`src/rtl/tamper_seq_pkg.sv`:
```
package tamper_seq_pkg;

  typedef enum logic [2:0] {
    ST_IDLE,
    ST_WR_A,
    ST_RD_A,
    ST_WR_B,
    ST_RD_B,
    ST_CMP
  } seq_state_t;

  localparam logic [1:0] LVL_OFF    = 2'b00;
  localparam logic [1:0] LVL_SWITCH = 2'b01;
  localparam logic [1:0] LVL_FORM   = 2'b10;

endpackage

```
`src/rtl/tamper_seq_fsm.sv`:
```
module tamper_seq_fsm
  import tamper_seq_pkg::*;
(
  input  logic clk,
  input  logic rst,
  input  logic start,
  input  logic wr_ready,
  input  logic rd_ready,
  output logic wr_valid,
  output logic wr_second,
  output logic rd_valid,
  output logic cap_first,
  output logic cap_second,
  output logic cmp_go,
  output logic start_acc,
  output logic busy
);

  seq_state_t state_q, state_d;

  always_comb begin
    state_d = state_q;
    unique case (state_q)
      ST_IDLE: if (start)    state_d = ST_WR_A;
      ST_WR_A: if (wr_ready) state_d = ST_RD_A;
      ST_RD_A: if (rd_ready) state_d = ST_WR_B;
      ST_WR_B: if (wr_ready) state_d = ST_RD_B;
      ST_RD_B: if (rd_ready) state_d = ST_CMP;
      ST_CMP:                state_d = ST_IDLE;
      default:               state_d = ST_IDLE;
    endcase
  end

  always_ff @(posedge clk) begin
    if (rst) state_q <= ST_IDLE;
    else     state_q <= state_d;
  end

  assign wr_valid   = (state_q == ST_WR_A) || (state_q == ST_WR_B);
  assign wr_second  = (state_q == ST_WR_B);
  assign rd_valid   = (state_q == ST_RD_A) || (state_q == ST_RD_B);
  assign cap_first  = (state_q == ST_RD_A) && rd_ready;
  assign cap_second = (state_q == ST_RD_B) && rd_ready;
  assign cmp_go     = (state_q == ST_CMP);
  assign start_acc  = (state_q == ST_IDLE) && start;
  assign busy       = (state_q != ST_IDLE);

endmodule

```
`src/rtl/tamper_capture.sv`:
```
module tamper_capture #(
  parameter int W = 8
) (
  input  logic         clk,
  input  logic         rst,
  input  logic         cap_first,
  input  logic         cap_second,
  input  logic [W-1:0] rd_data,
  output logic [W-1:0] word_first,
  output logic [W-1:0] word_second
);

  always_ff @(posedge clk) begin
    if (rst) begin
      word_first  <= '0;
      word_second <= '0;
    end else begin
      if (cap_first)  word_first  <= rd_data;
      if (cap_second) word_second <= rd_data;
    end
  end

endmodule

```
`src/rtl/tamper_compare.sv`:
```
module tamper_compare #(
  parameter int W = 8
) (
  input  logic         clk,
  input  logic         rst,
  input  logic         start_acc,
  input  logic         cmp_go,
  input  logic [W-1:0] word_a,
  input  logic [W-1:0] word_b,
  output logic         tamper,
  output logic         done
);

  logic [W-1:0] diff;

  for (genvar g = 0; g < W; g++) begin : g_bit
    assign diff[g] = word_a[g] ^ word_b[g];
  end

  always_ff @(posedge clk) begin
    if (rst) begin
      tamper <= 1'b0;
      done   <= 1'b0;
    end else begin
      done <= cmp_go;
      if (start_acc)   tamper <= 1'b0;
      else if (cmp_go) tamper <= |diff;
    end
  end

endmodule

```
`src/rtl/tamper_seq.sv`:
```
module tamper_seq
  import tamper_seq_pkg::*;
#(
  parameter int           W     = 8,
  parameter logic [W-1:0] PAT_A = '0
) (
  input  logic         clk,
  input  logic         rst,
  input  logic         start,
  output logic         busy,
  output logic         done,
  output logic         tamper,
  output logic         wr_valid,
  input  logic         wr_ready,
  output logic [W-1:0] wr_data,
  output logic [1:0]   wr_level,
  output logic         rd_valid,
  input  logic         rd_ready,
  input  logic [W-1:0] rd_data,
  output logic         form_en
);

  logic         wr_second, cap_first, cap_second, cmp_go, start_acc;
  logic [W-1:0] word_first, word_second;

  tamper_seq_fsm u_fsm (
    .clk        (clk),
    .rst        (rst),
    .start      (start),
    .wr_ready   (wr_ready),
    .rd_ready   (rd_ready),
    .wr_valid   (wr_valid),
    .wr_second  (wr_second),
    .rd_valid   (rd_valid),
    .cap_first  (cap_first),
    .cap_second (cap_second),
    .cmp_go     (cmp_go),
    .start_acc  (start_acc),
    .busy       (busy)
  );

  tamper_capture #(.W(W)) u_cap (
    .clk         (clk),
    .rst         (rst),
    .cap_first   (cap_first),
    .cap_second  (cap_second),
    .rd_data     (rd_data),
    .word_first  (word_first),
    .word_second (word_second)
  );

  tamper_compare #(.W(W)) u_cmp (
    .clk       (clk),
    .rst       (rst),
    .start_acc (start_acc),
    .cmp_go    (cmp_go),
    .word_a    (word_first),
    .word_b    (word_second),
    .tamper    (tamper),
    .done      (done)
  );

  assign wr_data  = wr_second ? ~PAT_A : PAT_A;
  assign wr_level = wr_valid ? LVL_SWITCH : LVL_OFF;
  assign form_en  = (wr_level == LVL_FORM);

endmodule

```
`config.mk`:
```
export PLATFORM = sky130hd
export DESIGN_NAME = tamper_seq
export DESIGN_NICKNAME = d
export VERILOG_FILES = /design/src/rtl/tamper_seq_pkg.sv /design/src/rtl/tamper_seq_fsm.sv /design/src/rtl/tamper_capture.sv /design/src/rtl/tamper_compare.sv /design/src/rtl/tamper_seq.sv
export SDC_FILE = /design/constraint.sdc
export NUM_CORES = 1
export LEC_CHECK = 0
export BUFFER_PORTS_ARGS = -buffer_cell sky130_fd_sc_hd__buf_2
export CAP_MARGIN = 20
export CORE_AREA = 2 2 51 53
export CTS_BUF_LIST = sky130_fd_sc_hd__clkbuf_4
export CTS_CLUSTER_DIAMETER = 120
export CTS_CLUSTER_SIZE = 10
export DETAILED_ROUTE_END_ITERATION = 6
export DIE_AREA = 0 0 53 55
export GPL_TIMING_DRIVEN = 0
export PLACE_DENSITY = 0.83
export SYNTH_ARGS = -nofsm -noshare
export SYNTH_HDL_FRONTEND = slang
export SYNTH_SLANG_ARGS = --single-unit
```
`constraint.sdc`:
```
create_clock -name clk -period 3.2 [get_ports clk]
set_clock_uncertainty 0.2 [all_clocks]
set_input_delay 0.64 -clock clk [delete_from_list [all_inputs] [get_ports clk]]
set_output_delay 0.64 -clock clk [all_outputs]
set_load 0.05 [all_outputs]
```
Word-level counts from Yosys, hierarchy flattened. Cells that the tools add are included.

Eq/ne operators: 11. Multiplexer cells: 8. Bitwise operators: 8. Reduce and logical (&&, ||, !) cells: 10.

Operators by type and width (count): $mux W3 (5); $pmux W3 S5 (1); $ne A2 B2 Y1 const B (5); $mux W8 (1); $reduce_or A8 Y1 (1); $xor A1 B1 Y1 (8); $eq A3 B2 Y1 const B (2); $eq A3 B3 Y1 const B (2); $reduce_and A5 Y1 (1); $eq A3 B1 Y1 const B (1); $logic_and A1 B1 Y1 (3); $logic_not A3 Y1 (1); $reduce_bool A3 Y1 (1); $eq A1 B2 Y1 const B (1); $logic_or A1 B1 Y1 (2); $reduce_or A2 Y1 (1); $mux W1 (1).

Flip-flop bits (word level): 21. Output and inout bits: 16. Word-level logic and storage cells: 42.

Longest topological paths before layout.
Depth after elaboration: 4. Mapped depth: 6. Gate-level depth less buffers: 4.

Cells and area by module. From an unflattened synthesis, not the netlist that was laid out.

Cells, all modules: 108. Area total of the unflattened synthesis: 1048.5 um2.

Modules (own cells, without submodules): tamper_capture (times used 1, cells each 52, area an instance 579.3 um2); tamper_seq_fsm (times used 1, cells each 27, area an instance 234.0 um2); tamper_compare (times used 1, cells each 17, area an instance 148.9 um2); tamper_seq (times used 1, cells each 12, area an instance 86.3 um2).

Worst setup path after synthesis. No wires, ideal clock.

Path type: reg2out. Start point: register u_fsm.state_q[2]. End point: output port rd_valid. Data arrival time: 1360 ps. Data required time: 2360 ps. Setup slack: 1000 ps. Stages on the path, launching flop included: 3. Buffers on the path: 0. Path through: dfxtp_1 nand2b_4 a21oi_1.

Word-level cells in the longest chain between the ends: 2. Elaborated cells on any way between the ends: 3.

Ends and longest elaborated chain: from (decl) (line tamper_seq_fsm.sv:19) `seq_state_t state_q, state_d;`; from (signal assigned) (line tamper_seq_fsm.sv:36) `else state_q <= state_d;`; $eq A3 B2 Y1 / $eq A3 B3 Y1 (equally long branches) (line tamper_seq_fsm.sv:41) `assign rd_valid = (state_q == ST_RD_A) || (state_q == ST_RD_B);`; $logic_or A1 B1 Y1 * (line tamper_seq_fsm.sv:41); to (decl) (line tamper_seq.sv:17) `output logic rd_valid,`.

Every way passes the cells marked *; elsewhere a longest branch is shown, timed or not.

Final worst setup path.
Start point: register u_fsm.state_q[2]. End point: output port wr_data[7].

Word-level cells in the longest chain between the ends: 2.

Ends and longest elaborated chain: $eq A3 B2 Y1 (line tamper_seq_fsm.sv:40) `assign wr_second = (state_q == ST_WR_B);`; net u_fsm.wr_second (line tamper_seq_fsm.sv:10) `output logic wr_second,`; $mux W8 (line tamper_seq.sv:63) `assign wr_data = wr_second ? ~PAT_A : PAT_A;`; to (decl) (line tamper_seq.sv:15) `output logic [W-1:0] wr_data,`.

The timed path passes the listed nets, and every way through them passes these cells.

==> results.yml <==
run_status:
  outcome: "complete, no violations"
power_and_ir_drop:
  leakagePower_nw: 0.5476
  power_frac_seq: 0.532
  swShare: 0.3108
  p_comb_frac: 0.211
  switchingPower_mw: 0.1591
  power_frac_clock: 0.257
  ir_drop_mv: 0.2433
  powerDensity_mw_per_mm2: 394.3
  internal_power_mw: 0.3529
floorplanning:
  die_x_um: 53
  start_util: 0.4651
  row_count: 18
  ios: 29
  fp.dieH_um: 55
  die_area_sq_mm: 0.002915
  core-area_sq_mm: 0.002365
synthesis:
  yosys-top-cells-area: "dfxtp_1, mux2i_1, buf_4, a21oi_2, xnor2_1"
  synth_area_sq_mm: 0.001100
  synth_top_family_by_area: "simple AND/OR/NAND/NOR gates"
  synth_common_cells: "dfxtp_1, buf_4, nor2_1"
  ys_ff_latch: 21
  synth_top_flop_cell: "dfxtp_1"
  synthMuxAreaShare: 0.08191
  yosysMostFrequentCell: "dfxtp_1"
  yosysTopAreaCell: "dfxtp_1"
  synth_xor_area_frac: 0.07167
  yosysUniqueCellTypes: 31
  yosysTopAreaCellShare: 0.3823
  synth-compound-area-share: 0.1024
  synth_simple_gate_area_frac: 0.2548
  synth_fa_ha_area_frac: 0
  syn_inst: 115
  synth_edf_count: 0
  synth.avg_cell_area_sq_um: 9.564
  yosysSeqAreaShare: 0.3823
  synth_warnings: 0
  async_reset_ff_frac: 0
sta:
  finalCritPeriodShare: 0.7846
  relSlewSlack: 0.5397
  tns_ns: 0
  worst_slew_pin_slew_ns: 0.6905
  setup_viol: 0
  max_freq_ghz: 0.3983
  finalHoldViolCount: 0
  rsz0062_at_grt: "false"
  maxSlewViolCount: 0
  finalCriticalPeriod_ns: 2.511
clocking:
  post_cts_buffers: 0
  cts.htree.levels: 1
  clk_root_buffer_cell: "clkbuf_4"
  insertion_delay_ns: 0.32
  clk_pin_slew_worst_paths_ns: 0.12
  cts_buffer_depth: 2
  clock-sinks: 21
  cts_tree: "done"
  holdBufCountCts: 0
  post_cts_resized: 0
  numCtsBuffers: 3
worst_setup_path:
  r2r_cells: 4
  endpoint_kind: "primary output"
  critPathKind: "register to primary output"
  crit_family: "flip-flops"
  reg2reg_slack_ns: 1.71
  path_depth: 4
  critical_path.endpoint: "wr_data[7]"
  startpoint_type: "register"
  worst-path-max-fanout: 9
  crit_arrival_ns: 1.67
  r2r-start: "u_fsm.state_q[2]"
  cp_cell_sequence: "and2b_2 -> and2_4 -> buf_4 -> buf_2"
  crit_start: "u_fsm.state_q[2]"
  critPathMaxStageDelay_ns: 0.54
  crit_required_ns: 2.36
  cp_slowest_cell: "dfxtp_1"
  r2r_end: "u_fsm.state_q[2]"
  worst-path-buf-inv: 2
route:
  drc: 0
  initialDrtViolationCount: 3
  ant_nets: 0
  drtPass1Iterations: 4
  wl_per_cell_um: 11.13
  avgViaCountPerCell: 4.642
  vias: 817
  wirelength_um: 1958
global_route:
  overflow: 0
  grt_start_max_net_pins: 13
  grt_first_pass_wirelength_um: 3098
  first_global_vias: 722
  antenna_found_initial: 0
  grt_use_total: 0.1510
layout:
  layout-drive-gt1-share: 0.4726
  regArea_sq_um: 420.4
  nNetsFinal: 160
  fill_cells: 217
  multi_input_area_sq_um: 569.3
  fin_util: 0.5492
  num_antenna_cells: 0
  area_delta_synth_final_pct: 18.09
  final_cells: 176
run:
  cap_violations: 0
placement:
  gp_congestion: 0.7717
  io_buffers: 26
  dp_cells: 172
  dpl.hpwl_um: 1483
min_path:
  hold_depth: 2
  hp-class: "register to register"
## cell usage in the layout, fill, tap and decap left out, types with 2 or more instances in the layout
cell type,Yosys,layout
nand2_1,10,10
a21oi_2,8,8
xnor2_1,7,7
mux2i_1,9,9
nand2_2,8,8
buf_2,1,27
nor2_1,11,11
dfxtp_1,21,21
nor3_1,2,2
clkbuf_4,0,3
conb_1,1,2
a21oi_1,2,2
buf_4,11,11
nand2b_4,3,3
xor2_1,2,2
or3_1,2,2
buf_6,2,2
## metal layers
| layer | vias up | track usage | share of wire |
|---|---|---|---|
| met5 | - | 0 | 0 |
| met4 | 0 | 0.08974 | 0.027 |
| met3 | 5 | 0.02419 | 0.050 |
| met2 | 23 | 0.2500 | 0.45 |
| met1 | 364 | 0.1864 | 0.47 |
| li1 | 425 | - | - |
## worst min-delay path by stage
stage | start | endpoint | slack (ns)
finish | u_cap.word_second[7] | u_cap.word_second[7] | 0.28
global route | u_cap.word_second[3] | u_cap.word_second[3] | 0.31
CTS | u_cap.word_second[7] | u_cap.word_second[7] | 0.28
detailed placement | u_cap.word_second[7] | u_cap.word_second[7] | 0.27
global placement | u_cap.word_second[5] | u_cap.word_second[5] | 0.26
floorplan | u_cap.word_second[5] | u_cap.word_second[5] | 0.25
## flip-flops by register name (all words and copies together) (netlist names)
| name | count |
|---|---|
| u_cap.word_first | 8 |
| u_cap.word_second | 8 |
| u_cmp.done | 1 |
| u_cmp.tamper | 1 |
| u_fsm.state_q | 3 |
## cell type report
type                       count  area share
multi-input combinational     80      0.4383
sequential                    21      0.3237
timing repair buffer          26      0.1002
buffer                        15     0.08767
tap                           30     0.02890
clock buffer                   3     0.01734
clock inverter                 1    0.003854
## per-stage QoR
| stage | hold slack (ns) | instance area, sq um | setup WS, ns | power (mW) |
|---|---|---|---|---|
| finish | 0.2795 | 1299 | 0.6893 | 0.5121 |
| global route | 0.3080 | 1299 | 0.6008 | 0.5317 |
| CTS | 0.2825 | 1299 | 0.6638 | 0.5172 |
| detailed placement | 0.2658 | 1271 | 1.033 | 0.3868 |
| global placement | 0.2597 | 1271 | 1.065 | 0.3849 |
| floorplan | 0.2536 | 1104 | 0.9996 | 0.3625 |
## power by group through the flow
stage                     registers (mW)  clock network (mW)  logic [mW]
after floorplan                    0.277                   0      0.0856
after global placement             0.278                   0       0.107
after detailed placement           0.278                   0       0.109
after CTS                          0.272               0.136       0.109
after global routing               0.273               0.143       0.116
final                              0.272               0.132       0.108
## tightest hold or removal path, stage by stage, from the launching register on
cell     delay [ns]
dfxtp_1        0.35
nand2_2        0.06
a21oi_2        0.04
## kinds of logic (layout without fill, tap and decap cells)
| logic type | after synthesis | count (layout) |
|---|---|---|
| AO/OA/AOI/OAI | 13 | 13 |
| XOR/XNOR | 9 | 9 |
| buffers and inverters | 15 | 45 |
| flip-flops | 21 | 21 |
| multiplexers | 9 | 9 |
| other | 1 | 2 |
| AND/OR/NAND/NOR | 47 | 47 |
No activity file was read; power rests on OpenSTA's default activity.
